## config.mk

```make
export PLATFORM = sky130hd
export DESIGN_NAME = dotp_accel_wrap
export DESIGN_NICKNAME = d
export VERILOG_FILES = /design/src/rtl/dotp_pkg.sv /design/src/rtl/dotp_regs.sv /design/src/rtl/dotp_ctrl.sv /design/src/rtl/dotp_mac.sv /design/src/rtl/dotp_accel_wrap.sv
export SDC_FILE = /design/constraint.sdc
export NUM_CORES = 2
export LEC_CHECK = 0
export BUFFER_PORTS_ARGS = -buffer_cell sky130_fd_sc_hd__buf_2
export CORE_MARGIN = 5
export CORE_UTILIZATION = 53
export DETAILED_ROUTE_END_ITERATION = 6
export GPL_TIMING_DRIVEN = 1
export PLACE_DENSITY_LB_ADDON = 0.1
export RECOVER_POWER = 25
export SLEW_MARGIN = 20
export SYNTH_ARGS = -nofsm -noshare
export SYNTH_HDL_FRONTEND = slang
export SYNTH_HIERARCHICAL = 1
export SYNTH_SLANG_ARGS = --single-unit
```

## constraint.sdc

```tcl
create_clock -name clk_i -period 5.9 [get_ports clk_i]
set_input_delay 1.18 -clock clk_i [delete_from_list [all_inputs] [get_ports clk_i]]
set_output_delay 1.18 -clock clk_i [all_outputs]
set_load 0.02 [all_outputs]
```

## src/rtl/dotp_pkg.sv

```systemverilog
package dotp_pkg;
  localparam int BUS_AW = 4;
  localparam logic [BUS_AW-1:0] OFS_DATA = 4'h0;
  localparam logic [BUS_AW-1:0] OFS_STAT = 4'h8;
  localparam logic [BUS_AW-1:0] OFS_ARG  = 4'hC;
  localparam int STAT_BUSY_BIT = 0;
  localparam int STAT_DONE_BIT = 1;
endpackage

```

## src/rtl/dotp_regs.sv

```systemverilog
module dotp_regs
  import dotp_pkg::*;
#(
  parameter int DW = 32
) (
  input  logic              clk_i,
  input  logic              rst_ni,
  input  logic [BUS_AW-1:0] addr_i,
  input  logic              write_i,
  input  logic [DW-1:0]     wdata_i,
  input  logic              read_i,
  input  logic              busy_i,
  input  logic              done_i,
  input  logic [DW-1:0]     result_i,
  output logic [DW-1:0]     arg_o,
  output logic              start_o,
  output logic [DW-1:0]     rdata_o,
  output logic              waitrequest_o
);
  logic [DW-1:0] arg_q;

  always_ff @(posedge clk_i or negedge rst_ni) begin
    if (!rst_ni)                         arg_q <= '0;
    else if (write_i && addr_i == OFS_ARG) arg_q <= wdata_i;
  end

  // start only on an exact value of 1 and only when idle
  assign start_o = write_i && (addr_i == OFS_STAT) && (wdata_i == DW'(1)) && !busy_i;

  always_comb begin
    rdata_o = '0;
    case (addr_i)
      OFS_DATA: rdata_o = result_i;
      OFS_STAT: begin
        rdata_o[STAT_BUSY_BIT] = busy_i;
        rdata_o[STAT_DONE_BIT] = done_i;
      end
      OFS_ARG:  rdata_o = arg_q;
      default:  rdata_o = '0;
    endcase
  end

  assign waitrequest_o = read_i && (addr_i == OFS_DATA) && busy_i;
  assign arg_o = arg_q;
endmodule

```

## src/rtl/dotp_ctrl.sv

```systemverilog
module dotp_ctrl #(
  parameter int CNT_W  = 32,
  parameter int MEM_AW = 8
) (
  input  logic              clk_i,
  input  logic              rst_ni,
  input  logic              start_i,
  input  logic [CNT_W-1:0]  n_i,
  output logic              busy_o,
  output logic              done_o,
  output logic              step_o,
  output logic              clr_o,
  output logic [MEM_AW-1:0] idx_o
);
  logic [CNT_W-1:0] idx_q, n_q;
  logic             busy_q, done_q, last;

  assign last = (idx_q == n_q);

  always_ff @(posedge clk_i or negedge rst_ni) begin
    if (!rst_ni) begin
      idx_q  <= '0;
      n_q    <= '0;
      busy_q <= 1'b0;
      done_q <= 1'b0;
    end else if (start_i) begin
      idx_q  <= '0;
      n_q    <= n_i;
      busy_q <= 1'b1;
      done_q <= 1'b0;
    end else if (busy_q) begin
      if (last) begin
        busy_q <= 1'b0;
        done_q <= 1'b1;
      end else begin
        idx_q <= idx_q + 1'b1;
      end
    end
  end

  assign busy_o = busy_q;
  assign done_o = done_q;
  assign step_o = busy_q && !last;
  assign clr_o  = start_i;
  assign idx_o  = idx_q[MEM_AW-1:0];
endmodule

```

## src/rtl/dotp_mac.sv

```systemverilog
module dotp_mac #(
  parameter int DW = 32
) (
  input  logic          clk_i,
  input  logic          rst_ni,
  input  logic          clr_i,
  input  logic          en_i,
  input  logic [DW-1:0] a_i,
  input  logic [DW-1:0] b_i,
  output logic [DW-1:0] acc_o
);
  logic [DW-1:0] acc_q, prod;

  assign prod = a_i * b_i; // low DW bits only

  always_ff @(posedge clk_i or negedge rst_ni) begin
    if (!rst_ni)   acc_q <= '0;
    else if (clr_i) acc_q <= '0;
    else if (en_i)  acc_q <= acc_q + prod;
  end

  assign acc_o = acc_q;
endmodule

```

## src/rtl/dotp_accel_wrap.sv

```systemverilog
module dotp_accel_wrap
  import dotp_pkg::*;
#(
  parameter int DW     = 32,
  parameter int MEM_AW = 8
) (
  input  logic              clk_i,
  input  logic              rst_ni,
  input  logic [BUS_AW-1:0] addr_i,
  input  logic              write_i,
  input  logic [DW-1:0]     wdata_i,
  input  logic              read_i,
  output logic [DW-1:0]     rdata_o,
  output logic              waitrequest_o,
  output logic [MEM_AW-1:0] a_addr_o,
  input  logic [DW-1:0]     a_rdata_i,
  output logic [MEM_AW-1:0] b_addr_o,
  input  logic [DW-1:0]     b_rdata_i
);
  logic [DW-1:0]     arg, result;
  logic              start, busy, done, step, clr;
  logic [MEM_AW-1:0] idx;

  dotp_regs #(.DW(DW)) u_regs (
    .clk_i, .rst_ni, .addr_i, .write_i, .wdata_i, .read_i,
    .busy_i(busy), .done_i(done), .result_i(result),
    .arg_o(arg), .start_o(start), .rdata_o, .waitrequest_o
  );

  dotp_ctrl #(.CNT_W(DW), .MEM_AW(MEM_AW)) u_ctrl (
    .clk_i, .rst_ni, .start_i(start), .n_i(arg),
    .busy_o(busy), .done_o(done), .step_o(step), .clr_o(clr), .idx_o(idx)
  );

  dotp_mac #(.DW(DW)) u_mac (
    .clk_i, .rst_ni, .clr_i(clr), .en_i(step),
    .a_i(a_rdata_i), .b_i(b_rdata_i), .acc_o(result)
  );

  assign a_addr_o = idx;
  assign b_addr_o = idx;
endmodule

```

==> results.txt <==
flops & latches, synth: 130
Post-Syn Instances: 2461
clock slew seen by the registers of the worst setup and hold paths: 60 ps
Syn. warnings: 6
Starting Density: 0.538
FILL cells: 3548
Top FF cell, synth: dfrtp_1
CTS tree: yes
DRC Markers: 0
Mapped Area: 23300 µm²
port buffer count: 152
Initial DRC Count: 904
DP HPWL: 53.6 mm
initial antenna violation count: 1
outcome: finished, violations left
Global Route Usage Sum: 0.277
worst-path maximum fanout: 8
unrepaired setup endpoints after global routing: true
Hold Crit Class: reg -> reg
failing checks: max-capacitance violations, max-slew violations, negative setup slack
area delta synth->final: 20.9%
FP Rows: 76
worst path arrival time: 7440 ps
drt pass-1 iters: 5
worst skew pair latency: 430 ps
final worst setup slack: -1190 ps
final core area utilization: 0.651
Synth cell types: 58
commonest non-fill, non-tap cell in the layout: inv_1
core box area: 43300 µm²
slew margin rel.: -1.61
f_max: 0.141 GHz
sequential share of the synthesized area: 0.140
Post-Syn Nets: 3128
clk_skew: 8.80 ps
setup TNS: -18910 ps
crit end category: flip-flop
Final ANT Viol Nets: 0
setup violators final: 22
Die Y: 220 µm
die area: 48200 µm²
minimum clock period: 7090 ps
drt wl/cell: 19.5 µm
commonest cells after routing, fill and taps aside: 460 x inv_1, 416 x fa_1, 295 x and2_1
fin area: 28100 µm²
hold depth: 1
RePlAce Congestion: 0.896
Nets: 3407
clk sinks: 130
Clock Root Buffer: clkbuf_16
share of layout cells above drive strength 1: 0.236
I/O pins: 153
first-pass GRT wire length: 105 mm
total CTS buffers: 17
Max Slew Vio Count: 90
ys async rst share: 1.00
Final period util: 1.20
final hold viol count: 0
Clock Path Buffers: 2
vias: 17.5k
Area after DPL: 26100 µm²
Max Cap Viol: 1
Die W: 220 µm
Worst Reg2Reg Path Length in Cells: 24
Total Wirelength: 65.2 mm
critical path class: in -> reg
GRT overflow: 0
EDFF count, synth: 0
largest net degree at the start of global routing: 113
Vias per Instance: 5.23
htree depth: 4
vias in the first global route: 19.5k
Critical Path Start Type: input pin
Worst Path Required: 6250 ps
Post-Syn Area per Cell: 9.46 µm²
Worst-Margin Slew: 3910 ps
## kinds of logic (layout without fill, tap and decap cells)
group / count (synthesis) / after routing / share of synthesized area
xor gates and xnor gates: 117 / 117 / 0.0449
muxes: 97 / 97 / 0.0457
and+or+nand+nor: 750 / 750 / 0.171
DFF: 130 / 130 / 0.140
AOI/OAI and AO/OA: 162 / 162 / 0.0459
buffers and inverters: 642 / 933 / 0.109
adders and majority gates: 563 / 563 / 0.444
other: 0 / 1 / 0
## timing repair
item | 4_1_cts | 5_1_grt
resized for setup | 183 | 106
gates cloned | 2 | 4
endpoints found under the setup margin | 24 | 24
setup buffers | 13 | 18
hold buffers | 0 | 0
pin swaps | 107 | 103
## path summary, 6_finish.rpt
path / startpoint / to / slack, ps
worst max register to register: u_mac/acc_o[24] / u_mac/acc_o[31] / -570
worst min-delay path: u_regs/arg_o[15] / u_regs/arg_o[15] / 530
worst max-delay path: b_rdata_i[6] / u_mac/acc_o[30] / -1190
max in group asynchronous: rst_ni / u_regs/arg_o[25] / 1420
worst min register to register: u_regs/arg_o[15] / u_regs/arg_o[15] / 530
min in group asynchronous: rst_ni / u_ctrl/idx_q[0] / 2270
## metrics by stage
step	hold slack [ps]	instances	setup slack [ps]
after floorplan	462	2461	-1390
after global placement	501	3273	-1860
after detailed placement	505	3273	-1920
after CTS	522	3318	-1220
after global routing	537	3337	-1410
final	528	3338	-1190
## cells in the mapped netlist, drive strengths merged (16+ instances only)
cell | instances | area (µm²)
and2 | 320 | 2000
o31ai | 16 | 120
mux2i | 22 | 220
a21oi | 49 | 245
nand2 | 243 | 915
nor2 | 56 | 215
dfrtp | 130 | 3250
o21ai | 26 | 130
buf | 41 | 273
ha | 125 | 1560
inv | 502 | 1880
mux2 | 75 | 845
nand4 | 19 | 125
fa | 438 | 8770
nand3 | 20 | 100
or4 | 17 | 128
xor2 | 22 | 193
a22o | 31 | 272
clkbuf | 99 | 372
xnor2 | 94 | 831
## registers in the layout, indices dropped and copies added, names as in the netlist
register,flops
u_ctrl/busy_o,1
u_ctrl/done_o,1
u_ctrl/idx_q,32
u_ctrl/n_q,32
u_mac/acc_o,32
u_regs/arg_o,32
## worst max-delay path: stages
cell,delay (ps)
buf_12,130
buf_4,140
and2_1,160
fa_1,540
fa_2,450
fa_1,520
inv_1,50
fa_1,470
inv_1,50
fa_1,520
fa_1,470
fa_1,520
inv_1,60
fa_1,490
inv_1,70
ha_4,280
and3_1,150
nand4_1,120
o211a_1,290
o41ai_4,390
xor2_1,190
mux2i_1,90
nor2_1,100
## layout make-up
class,instances,area (µm²),share of cell area
tap,585,732,0.0260
sequential,130,3250,0.116
clock buffer,19,443,0.0157
inverter,502,1880,0.0669
multi-input combinational,1689,18300,0.651
antenna,1,2.50,0.0000889
timing repair buffer,400,3340,0.119
clock inverter,12,159,0.00564
## layer usage
layer,up-vias,track usage,wire length [µm]
li1,7984,-,-
met1,8848,0.390,28400
met2,532,0.452,30900
met3,106,0.0420,3850
met4,0,0.0803,2040
met5,-,0,0
Power is left out: the tool's default activity adds up to more than one toggle a clock period on the data nets, which glitch-free logic cannot reach.
